[config.mk]
export PLATFORM = sky130hd
export DESIGN_NAME = blkxfer_seq
export DESIGN_NICKNAME = d
export VERILOG_FILES = /design/src/rtl/blkxfer_pkg.sv /design/src/rtl/blkxfer_popcnt.sv /design/src/rtl/blkxfer_scan.sv /design/src/rtl/blkxfer_ctrl.sv /design/src/rtl/blkxfer_seq.sv
export SDC_FILE = /design/constraint.sdc
export NUM_CORES = 1
export LEC_CHECK = 0
export BUFFER_PORTS_ARGS = -buffer_cell sky130_fd_sc_hd__buf_2
export CAP_MARGIN = 15
export CORE_MARGIN = 3
export CORE_UTILIZATION = 50
export CTS_CLUSTER_DIAMETER = 30
export DETAILED_ROUTE_END_ITERATION = 8
export GPL_ROUTABILITY_DRIVEN = 0
export PLACE_DENSITY = 0.75
export SLEW_MARGIN = 10
export SYNTH_ARGS = -nofsm -noshare
export SYNTH_HDL_FRONTEND = slang
export SYNTH_HIERARCHICAL = 1
export SYNTH_SLANG_ARGS = --single-unit
[constraint.sdc]
create_clock -name clk -period 1.94 [get_ports clk]
set_input_delay 0.097 -clock clk [delete_from_list [all_inputs] [get_ports clk]]
set_output_delay 0.097 -clock clk [all_outputs]
set_load 0.02 [all_outputs]
[src/rtl/blkxfer_pkg.sv]
package blkxfer_pkg;

  typedef enum logic [2:0] {
    UOP_COPY  = 3'd0,
    UOP_LOAD  = 3'd1,
    UOP_STORE = 3'd2,
    UOP_ADDI  = 3'd3,
    UOP_SUBI  = 3'd4
  } uop_kind_e;

  typedef enum logic [1:0] {
    ST_IDLE,
    ST_BASE,
    ST_XFER,
    ST_WB
  } seq_state_e;

  typedef struct packed {
    logic pre;
    logic up;
    logic user;
    logic wb;
    logic load;
  } xfer_flags_t;

endpackage

[src/rtl/blkxfer_popcnt.sv]
module blkxfer_popcnt #(
  parameter int LIST_W = 16,
  parameter int CNT_W  = 5
) (
  input  logic [LIST_W-1:0] bits_i,
  output logic [CNT_W-1:0]  count_o
);

  logic [CNT_W-1:0] acc [LIST_W+1];

  assign acc[0] = '0;

  for (genvar g = 0; g < LIST_W; g++) begin : g_sum
    assign acc[g+1] = acc[g] + CNT_W'(bits_i[g]);
  end

  assign count_o = acc[LIST_W];

endmodule

[src/rtl/blkxfer_scan.sv]
module blkxfer_scan #(
  parameter int LIST_W = 16,
  parameter int POS_W  = 4
) (
  input  logic [LIST_W-1:0] list_i,
  output logic [LIST_W-1:0] low_o,
  output logic [POS_W-1:0]  pos_o,
  output logic              more_o
);

  logic [LIST_W:0]  seen;
  logic [POS_W-1:0] pos_acc [LIST_W+1];

  assign seen[0]    = 1'b0;
  assign pos_acc[0] = '0;

  for (genvar g = 0; g < LIST_W; g++) begin : g_scan
    assign seen[g+1]    = seen[g] | list_i[g];
    assign low_o[g]     = list_i[g] & ~seen[g];
    assign pos_acc[g+1] = pos_acc[g] | (low_o[g] ? POS_W'(g) : '0);
  end

  assign pos_o  = pos_acc[LIST_W];
  assign more_o = |(list_i & ~low_o);

  always_comb begin

    scan_onehot_chk: assert ($onehot0(low_o) && ((low_o != '0) == (list_i != '0)));
  end

endmodule

[src/rtl/blkxfer_ctrl.sv]
module blkxfer_ctrl
  import blkxfer_pkg::*;
#(
  parameter int LIST_W   = 16,
  parameter int POS_W    = 4,
  parameter int CNT_W    = 5,
  parameter int IDX_W    = 6,
  parameter int OFS_W    = 7,
  parameter int TEMP_REG = 32,
  parameter int USER_OFS = 40
) (
  input  logic              clk,
  input  logic              rst_n,
  input  logic              in_valid,
  output logic              in_ready,
  input  logic [LIST_W-1:0] in_list,
  input  logic [POS_W-1:0]  in_rn,
  input  xfer_flags_t       in_flags,
  input  logic [CNT_W-1:0]  in_count,
  output logic [LIST_W-1:0] work_o,
  input  logic [LIST_W-1:0] low_i,
  input  logic [POS_W-1:0]  pos_i,
  input  logic              more_i,
  output logic              uop_valid,
  input  logic              uop_ready,
  output logic [2:0]        uop_kind,
  output logic [IDX_W-1:0]  uop_reg,
  output logic [IDX_W-1:0]  uop_base,
  output logic [OFS_W-1:0]  uop_ofs,
  output logic              uop_last
);

  localparam logic [OFS_W-1:0] STEP = OFS_W'(4);
  localparam int               SENT_W = CNT_W + 1;

  seq_state_e        state_q, state_d;
  logic [LIST_W-1:0] work_q, work_d;
  logic [OFS_W-1:0]  ofs_q, ofs_d;
  logic [CNT_W-1:0]  cnt_q;
  logic [POS_W-1:0]  rn_q;
  xfer_flags_t       flags_q;
  logic [SENT_W-1:0] sent_q, sent_d;

  logic             accept, fire, ld_en, step_en, sent_en;
  logic [OFS_W-1:0] start_ofs, down_ofs;
  uop_kind_e        kind_c;

  assign in_ready = (state_q == ST_IDLE);
  assign accept   = in_valid && in_ready;
  assign fire     = uop_valid && uop_ready;
  assign work_o   = work_q;

  assign down_ofs  = (OFS_W'(in_count) << 2) - STEP;
  assign start_ofs = (in_flags.up ? '0 : down_ofs) + (in_flags.pre ? STEP : '0);

  assign ld_en   = accept;
  assign step_en = fire && (state_q == ST_XFER);
  assign sent_en = accept || fire;

  // next-state process
  always_comb begin
    state_d = state_q;
    work_d  = work_q;
    ofs_d   = ofs_q;
    sent_d  = sent_q;
    unique case (state_q)
      ST_IDLE: begin
        if (accept) begin
          state_d = ST_BASE;
          work_d  = in_list;
          ofs_d   = start_ofs;
          sent_d  = '0;
        end
      end
      ST_BASE: begin
        if (fire) begin
          sent_d = sent_q + SENT_W'(1);
          if (work_q != '0)    state_d = ST_XFER;
          else if (flags_q.wb) state_d = ST_WB;
          else                 state_d = ST_IDLE;
        end
      end
      ST_XFER: begin
        if (fire) begin
          sent_d = sent_q + SENT_W'(1);
          work_d = work_q & ~low_i;
          ofs_d  = flags_q.up ? ofs_q + STEP : ofs_q - STEP;
          if (more_i)          state_d = ST_XFER;
          else if (flags_q.wb) state_d = ST_WB;
          else                 state_d = ST_IDLE;
        end
      end
      ST_WB: begin
        if (fire) begin
          sent_d  = sent_q + SENT_W'(1);
          state_d = ST_IDLE;
        end
      end
      default: state_d = ST_IDLE;
    endcase
  end

  // register process
  always_ff @(posedge clk or negedge rst_n) begin
    if (!rst_n) begin
      state_q <= ST_IDLE;
      work_q  <= '0;
      ofs_q   <= '0;
      cnt_q   <= '0;
      rn_q    <= '0;
      flags_q <= '0;
      sent_q  <= '0;
    end else begin
      state_q <= state_d;
      if (ld_en || step_en) begin
        work_q <= work_d;
        ofs_q  <= ofs_d;
      end
      if (ld_en) begin
        cnt_q   <= in_count;
        rn_q    <= in_rn;
        flags_q <= in_flags;
      end
      if (sent_en) sent_q <= sent_d;
    end
  end

  // micro-op output decode
  always_comb begin
    uop_valid = (state_q != ST_IDLE);
    kind_c    = UOP_COPY;
    uop_reg   = '0;
    uop_base  = '0;
    uop_ofs   = '0;
    uop_last  = 1'b0;
    unique case (state_q)
      ST_BASE: begin
        kind_c   = UOP_COPY;
        uop_reg  = IDX_W'(TEMP_REG);
        uop_base = IDX_W'(rn_q);
        uop_last = (work_q == '0) && !flags_q.wb;
      end
      ST_XFER: begin
        kind_c   = flags_q.load ? UOP_LOAD : UOP_STORE;
        uop_reg  = IDX_W'(pos_i) + (flags_q.user ? IDX_W'(USER_OFS) : '0);
        uop_base = IDX_W'(TEMP_REG);
        uop_ofs  = ofs_q;
        uop_last = !more_i && !flags_q.wb;
      end
      ST_WB: begin
        kind_c   = flags_q.up ? UOP_ADDI : UOP_SUBI;
        uop_reg  = IDX_W'(rn_q);
        uop_base = IDX_W'(rn_q);
        uop_ofs  = OFS_W'(cnt_q) << 2;
        uop_last = 1'b1;
      end
      default: ;
    endcase
    uop_kind = kind_c;
  end


  hold_stall_chk: assert property (@(posedge clk) disable iff (!rst_n)
    uop_valid && !uop_ready |=> uop_valid && $stable(uop_kind) && $stable(uop_reg)
      && $stable(uop_base) && $stable(uop_ofs) && $stable(uop_last));


  first_copy_chk: assert property (@(posedge clk) disable iff (!rst_n)
    accept |=> uop_valid && (uop_kind == 3'd0) && (uop_ofs == '0));


  last_idle_chk: assert property (@(posedge clk) disable iff (!rst_n)
    fire && uop_last |=> !uop_valid && in_ready);


  not_last_cont_chk: assert property (@(posedge clk) disable iff (!rst_n)
    fire && !uop_last |=> uop_valid);


  ofs_step_chk: assert property (@(posedge clk) disable iff (!rst_n)
    step_en && more_i |=> (uop_ofs == ($past(flags_q.up) ? $past(uop_ofs) + STEP
                                                         : $past(uop_ofs) - STEP)));


  uop_count_chk: assert property (@(posedge clk) disable iff (!rst_n)
    fire && uop_last |-> (sent_q + SENT_W'(1)) == (SENT_W'(cnt_q) + SENT_W'(flags_q.wb) + SENT_W'(1)));

endmodule

[src/rtl/blkxfer_seq.sv]
module blkxfer_seq
  import blkxfer_pkg::*;
#(
  parameter  int LIST_W   = 16,
  parameter  int TEMP_REG = 32,
  parameter  int USER_OFS = 40,
  localparam int POS_W    = $clog2(LIST_W),
  localparam int CNT_W    = $clog2(LIST_W + 1),
  localparam int IDX_W    = $clog2(USER_OFS + LIST_W),
  localparam int OFS_W    = $clog2(4 * LIST_W + 1)
) (
  input  logic              clk,
  input  logic              rst_n,
  input  logic              in_valid,
  output logic              in_ready,
  input  logic [LIST_W-1:0] in_list,
  input  logic [POS_W-1:0]  in_rn,
  input  logic              in_pre,
  input  logic              in_up,
  input  logic              in_user,
  input  logic              in_wb,
  input  logic              in_load,
  output logic              uop_valid,
  input  logic              uop_ready,
  output logic [2:0]        uop_kind,
  output logic [IDX_W-1:0]  uop_reg,
  output logic [IDX_W-1:0]  uop_base,
  output logic [OFS_W-1:0]  uop_ofs,
  output logic              uop_last
);

  logic [1:0]        rst_sync_q;
  logic              rst_int_n;
  xfer_flags_t       flags;
  logic [CNT_W-1:0]  count;
  logic [LIST_W-1:0] work, low;
  logic [POS_W-1:0]  pos;
  logic              more;

  // reset asserts at once, releases on the clock
  always_ff @(posedge clk or negedge rst_n) begin
    if (!rst_n) rst_sync_q <= 2'b00;
    else        rst_sync_q <= {rst_sync_q[0], 1'b1};
  end
  assign rst_int_n = rst_sync_q[1];

  assign flags = '{pre: in_pre, up: in_up, user: in_user, wb: in_wb, load: in_load};

  blkxfer_popcnt #(.LIST_W(LIST_W), .CNT_W(CNT_W)) i_popcnt (
    .bits_i  (in_list),
    .count_o (count)
  );

  blkxfer_scan #(.LIST_W(LIST_W), .POS_W(POS_W)) i_scan (
    .list_i (work),
    .low_o  (low),
    .pos_o  (pos),
    .more_o (more)
  );

  blkxfer_ctrl #(
    .LIST_W(LIST_W), .POS_W(POS_W), .CNT_W(CNT_W), .IDX_W(IDX_W),
    .OFS_W(OFS_W), .TEMP_REG(TEMP_REG), .USER_OFS(USER_OFS)
  ) i_ctrl (
    .clk       (clk),
    .rst_n     (rst_int_n),
    .in_valid  (in_valid),
    .in_ready  (in_ready),
    .in_list   (in_list),
    .in_rn     (in_rn),
    .in_flags  (flags),
    .in_count  (count),
    .work_o    (work),
    .low_i     (low),
    .pos_i     (pos),
    .more_i    (more),
    .uop_valid (uop_valid),
    .uop_ready (uop_ready),
    .uop_kind  (uop_kind),
    .uop_reg   (uop_reg),
    .uop_base  (uop_base),
    .uop_ofs   (uop_ofs),
    .uop_last  (uop_last)
  );

endmodule

==> results of run 1 <==
==> through the flow <==
stage | setup WS [ns] | instance area (um^2)
2_1_floorplan | -2.41 | 3170
3_3_place_gp | -2.61 | 3920
3_5_place_dp | -2.73 | 3920
4_1_cts | -2.33 | 4240
5_1_grt | -2.53 | 4510
6_report | -2.40 | 4510
==> synth_stat cells, drive strengths merged (2+ instances only) <==
master / number
a211oi: 3
a21o: 3
a21oi: 16
a22o: 4
a22oi: 4
a31oi: 3
and2: 8
and3: 5
and3b: 2
buf: 9
clkbuf: 7
conb: 2
dfrtp: 38
fa: 11
ha: 16
inv: 42
maj3: 3
mux2: 10
mux2i: 2
nand2: 61
nand2b: 3
nand3: 5
nor2: 31
nor2b: 5
nor3: 6
nor3b: 2
nor4: 11
o211ai: 3
o21ai: 35
o311ai: 2
or2: 2
or3: 3
or4: 2
xnor2: 4
xor2: 4
==> cells by family after synthesis <==
| group | Yosys count | synth area share (%) |
|---|---|---|
| compound gates | 77 | 15.5 |
| xor+xnor | 8 | 2.27 |
| fa+ha+maj | 30 | 14.6 |
| buf+inv | 58 | 7.78 |
| flops | 38 | 30.8 |
| mux | 12 | 4.30 |
| other cells | 2 | 0.243 |
| simple gates | 150 | 24.6 |
==> report_power, final <==
part	switching [mW]	leakage [nW]	internal (mW)
combinational	3.37	1.66	3.06
clock	0.286	0.0482	0.287
sequential	0.326	0.463	1.16
==> worst max-delay path, delay by kind of cell <==
family	cells	cell delay [ns]
adders and majority gates	8	2.98
xor gates and xnor gates	1	0.14
muxes	1	0.27
and+or+nand+nor	2	0.27
buffers and inverters	6	0.32
AOI/OAI and AO/OA	2	0.43
==> path summary, 6_finish.rpt <==
path                                      to  slack [ns]  cells after the start              from
max                          i_ctrl/ofs_q[6]       -2.40                     20        in_list[0]
max in group asynchronous   i_ctrl/work_o[4]        1.25                      1     rst_sync_q[1]
min                        i_ctrl/flags_q[0]        0.03                      2           in_load
max reg2reg                i_ctrl/state_q[1]       -0.47                     10  i_ctrl/work_o[4]
min in group asynchronous      rst_sync_q[0]        0.12                      2             rst_n
min reg2reg                i_ctrl/flags_q[2]        0.32                      1     rst_sync_q[1]
==> what timing repair did <==
item / CTS / global route
hold buffers: 1 / 0
setup buffers: 6 / 14
pin swaps: 22 / 28
hold endpoints to repair: 2 / 0
setup endpoints to repair: 21 / 30
gates resized for setup: 47 / 45
==> final cells by class <==
type,count,area share (%)
flip-flops and latches,38,21.1
repair buffers,132,21.3
well taps,72,2.00
clock buffers,7,1.91
clock inverters,1,0.111
multi-input cells,281,49.7
inverters,42,3.85
==> sequential cells by signal (all words and copies together), names as in the netlist <==
name	flops
i_ctrl/work_o	16
i_ctrl/cnt_q	5
i_ctrl/ofs_q	5
i_ctrl/flags_q	4
i_ctrl/rn_q	4
i_ctrl/state_q	2
rst_sync_q	2
==> routing by layer <==
layer	up-vias	share of wire (%)	global-route usage, %
met5	-	0	0
met4	0	3.5	12.7
met3	29	5.3	3.24
met2	130	50	41.3
met1	1510	41	32.2
li1	1520	-	-
==> summary.txt, run 1 <==
Largest net degree at the start of global routing = 37
Fmax = 230 MHz
CP most frequent cell = fa_1
Pins Over Slew Limit = 0
Post-synth ARST share = 100%
Multi-input gate area = 0.00224 mm^2
Status = complete, but fails checks
YS warnings = 6
Register area = 953 um^2
Initial core utilization = 53.8%
Vias = 3189
#FFs+latches synth = 38
Fill cells = 383
Post-synth EDFFs = 0
Die X = 84.6 um
Area share of the largest cell type after synthesis = 30.8%
Die area = 0.00715 mm^2
Top post-synthesis cells by area = dfrtp_1, nand2_1, fa_1
Register area share after synthesis = 30.8%
RSZ-0062 raised after global routing = yes
Iter 0 DRT Violations = 235
PD cells = 1880 mW/mm^2
Placed Instances = 548
Critical path startpoint category = input port
Final hold viol count = 0
Max incr delay on CP = 0.57 ns
WHS = 0.0283 ns
Area leader, netlist = dfrtp_1
Commonest non-fill, non-tap cells in the layout = buf_4, nand2_1, buf_2
Setup Viol. Count Final = 21
Most used flip-flop cell after synthesis = dfrtp_1
Cts bufs inserted = 5
GRT overflow = 0
Total power = 8.49 mW
Max-Cap Viols = 0
Period utilization = 224%
# nets final = 556
Diode count = 0
Port buffer count = 50
Total track usage = 25.1%
Most common cell after layout, fill and taps aside = buf_4
Non-Filler Instances = 573
Area grow syn2layout = 46.2%
Cell area after synthesis = 0.00309 mm^2
Share of cells above drive strength 1 = 43.1%
Clock Path Buffers = 2
Synthesized area per cell = 8.23 um^2
Site row count = 27
Clock-pin slew on the worst setup and hold paths = 0.07 ns
Root buffer cell = clkbuf_8
Number of global-route vias before repair = 3201
Initial antenna violation count = 0
Die H = 84.6 um
Initial DRT Pass Iterations = 5
First-pass GRT wire length = 14600 um
Cell variety after synth = 56
Final wirelength = 9220 um
Post-DP HPWL = 6170 um
Peak supply drop = 0.00148 V
Failing checks = negative setup slack
TritonCTS clock tree = done
TritonCTS Sinks = 38
Worst-Skew Late Latency = 0.30 ns
Hold Path Class = in2reg
Cell leakage power = 2.17 nW
DRC Markers = 0
Wire length per cell = 16.1 um
Critical path arrival = 4.52 ns
Crit Path Class = in2reg
Final core occ = 78.6%
Synthesized instance count = 375
Req. time, crit path = 2.12 ns
Critical path endpoint category = flop
ANT nets after route = 0
Layout Skew = 0.0122 ns
Vias per inst = 5.57
Slowest library cell on the worst path = fa_1
Post-route setup slack = -2.40 ns
Core area = 0.00574 mm^2
Total negative slack = -18.31 ns
Total I/O pin count = 54
CP max FO = 2
Cell Chain, Critical Path = buf_8 > inv_4 > fa_1 > fa_1 > fa_1 > fa_1 > inv_2 > ha_4 > inv_2 > fa_1 > inv_2 > inv_2 > ha_4 > nor2_4 > ha_4 > nor2b_4 > mux2i_2 > a31oi_4 > xnor2_1 > a221o_1
Minimum clock period = 4.34 ns
H-tree depth = 2
Note: power is estimated with default switching activity, not from simulation.
==> run 2: changes to the inputs <==
CORE_MARGIN = default   (was 3)
CORE_UTILIZATION = 51   (was 50)
PLACE_DENSITY = 0.77   (was 0.75)
==> summary.txt, run 2 (same netlist as run 1, synthesis figures left out) <==
Design area = 0.00460 mm^2 (+2.0%)
Post-DP HPWL = 6280 um (+1.8%)
Number of global-route vias before repair = 3338 (+4.3%)
Worst slew pin tran = 0.517 ns
Max-Cap Viols = 0 (unchanged)
Non-Filler Instances = 573 (unchanged)
Die area = 0.00637 mm^2 (-11%)
Met1 WL = 4050 um (+7.4%)
Status = complete, but fails checks
Diode count = 0 (unchanged)
Failing checks = negative setup slack
Pins Over Slew Limit = 0 (unchanged)
Commonest non-fill, non-tap cells in the layout = buf_4, nand2_1, buf_2
Peak supply drop = 0.00188 V (+27%)
Clock-pin slew on the worst setup and hold paths = 0.08 ns (about the same)
Most common cell after layout, fill and taps aside = buf_4
Fill cells = 328 (-14%)
WL met3 = 535 um (+8.5%)
First-pass GRT wire length = 15300 um (+5.1%)
Max reg flops = 16 (unchanged)
Pre-CTS setup slack = -2.72 ns (+0.00714 ns)
Total track usage = 31.4% (+6.4 points)
Initial DRT Pass Iterations = 5 (unchanged)
Final hold viol count = 0 (unchanged)
Layout Skew = 0.00645 ns (-0.00572 ns)
Slowest library cell on the worst path = fa_1
Cell Chain, Critical Path = buf_6 > inv_2 > fa_1 > fa_1 > fa_1 > fa_1 > inv_2 > ha_4 > inv_2 > fa_1 > inv_2 > inv_2 > ha_4 > nor2_4 > ha_4 > nor2b_4 > mux2i_2 > a31oi_4 > xnor2_1 > a221o_1
ANT nets after route = 0 (unchanged)
Max incr delay on CP = 0.56 ns (about the same)
CP bufs+invs = 6 (unchanged)
Critical path startpoint category = input port
Wire length per cell = 18.4 um (+14%)
Die H = 79.8 um (-5.6%)
Iter 0 DRT Violations = 359 (+53%)
Vias = 3368 (+5.6%)
Period utilization = 220% (-4.1 points)
Minimum clock period = 4.26 ns (-0.0801 ns)
Slew margin rel. = 65.2%
Critical path arrival = 4.45 ns (-0.07 ns)
Cts bufs inserted = 5 (unchanged)
Post-route setup slack = -2.32 ns (+0.0802 ns)
Met2 Routed Length = 5360 um (+16%)
Initial antenna violation count = 0 (unchanged)
Hold Path Class = in2reg
GRT overflow = 0 (unchanged)
PD cells = 1920 mW/mm^2 (+2.2%)
Die X = 79.8 um (-5.6%)
Share of cells above drive strength 1 = 44.7% (+1.6 points)
TritonCTS Sinks = 38 (unchanged)
Vias per inst = 5.88 (+5.6%)
DRC Markers = 0 (unchanged)
RSZ-0062 raised after global routing = yes
Area grow syn2layout = 49.0%
Total negative slack = -18.45 ns (-0.137 ns)
Reg2reg start = i_ctrl/work_o[3]
H-tree depth = 2 (unchanged)
Largest net degree at the start of global routing = 37 (unchanged)
Port buffer count = 50 (unchanged)
Core area = 0.00568 mm^2 (-1.2%)
Hold path start = in_user
Placed Instances = 549 (+0.18%)
Critical path endpoint category = flop
Crit Path Class = in2reg
Worst-Skew Late Latency = 0.30 ns (about the same)
CP top delay family = adder cells
Req. time, crit path = 2.13 ns (about the same)
# nets final = 556 (unchanged)
Setup Viol. Count Final = 20 (-4.8%)
Site row count = 27 (unchanged)
Post-DP Area = 0.00393 mm^2 (+0.19%)
Final wirelength = 10500 um (+14%)
Top Metal Used = met4
TritonCTS clock tree = done
Clock Path Buffers = 2 (unchanged)
Root buffer cell = clkbuf_8
CP max FO = 2 (unchanged)
Setup crit start = in_list[5]
Total I/O pin count = 54 (unchanged)
Fmax = 235 MHz (+1.9%)
Initial core utilization = 54.4% (+0.64 points)
Cell leakage power = 2.21 nW (+1.6%)
-- run 2: final timing paths --
kind | end | slack (ns) | depth (start not counted)
max in group asynchronous | i_ctrl/work_o[4] | 1.27 | 1
hold reg to reg | i_ctrl/flags_q[2] | 0.31 | 1
hold / removal | i_ctrl/flags_q[2] | 0.02 | 2
min in group asynchronous | rst_sync_q[1] | 0.10 | 2
setup reg to reg | i_ctrl/state_q[1] | -0.50 | 9
setup / recovery | i_ctrl/ofs_q[6] | -2.32 | 20
-- run 2: repair_timing --
item	4_1_cts	5_1_grt
hold buffers	1	0
pin swaps	30	23
resized for setup	54	44
setup buffers	8	10
setup endpoints to repair	23	26
hold endpoints to repair	2	0
-- run 2: area by class of cell --
type	instances	area, um^2	area share (%)
Clock buffer	6	82.6	1.79
Inverter	42	174	3.78
Timing Repair Buffer	132	970	21.1
Clock inverter	2	60.1	1.31
Tap cell	72	90.1	1.96
Sequential cell	38	953	20.7
Multi-Input combinational cell	281	2270	49.4
-- run 2: routing by layer --
metal | vias to the layer above | global-route usage, %
met5 | - | 0
met4 | 0 | 13.9
met3 | 65 | 4.23
met2 | 184 | 56.2
met1 | 1609 | 37.4
li1 | 1510 | -
-- run 2: per-stage QoR --
| step | utilization, % | hold WS, ns | power [mW] |
|---|---|---|---|
| final | 81.1 | 0.0234 | 8.85 |
| after global placement | 69.2 | -0.118 | 6.28 |
| after detailed placement | 69.2 | -0.116 | 6.48 |
| after CTS | 76.8 | 0.0200 | 7.95 |
| after global routing | 81.1 | 0.0329 | 9.38 |
| after floorplan | - | -0.199 | 4.69 |
-- run 2: where the power goes --
group / leakage [nW] / switching, mW / internal, mW / total, mW
registers: 0.463 / 0.362 / 1.17 / 1.53
clock network: 0.0714 / 0.300 / 0.549 / 0.849
logic: 1.67 / 3.48 / 2.99 / 6.47
-- run 2: worst register-to-register path: stages (launching register included) --
cell,delay [ns]
dfrtp_2,0.45
or4_4,0.59
nor4b_4,0.33
o21ai_1,0.16
a21oi_1,0.21
o211ai_1,0.14
buf_4,0.16
o21ai_2,0.09
a211oi_1,0.07
a21o_1,0.15
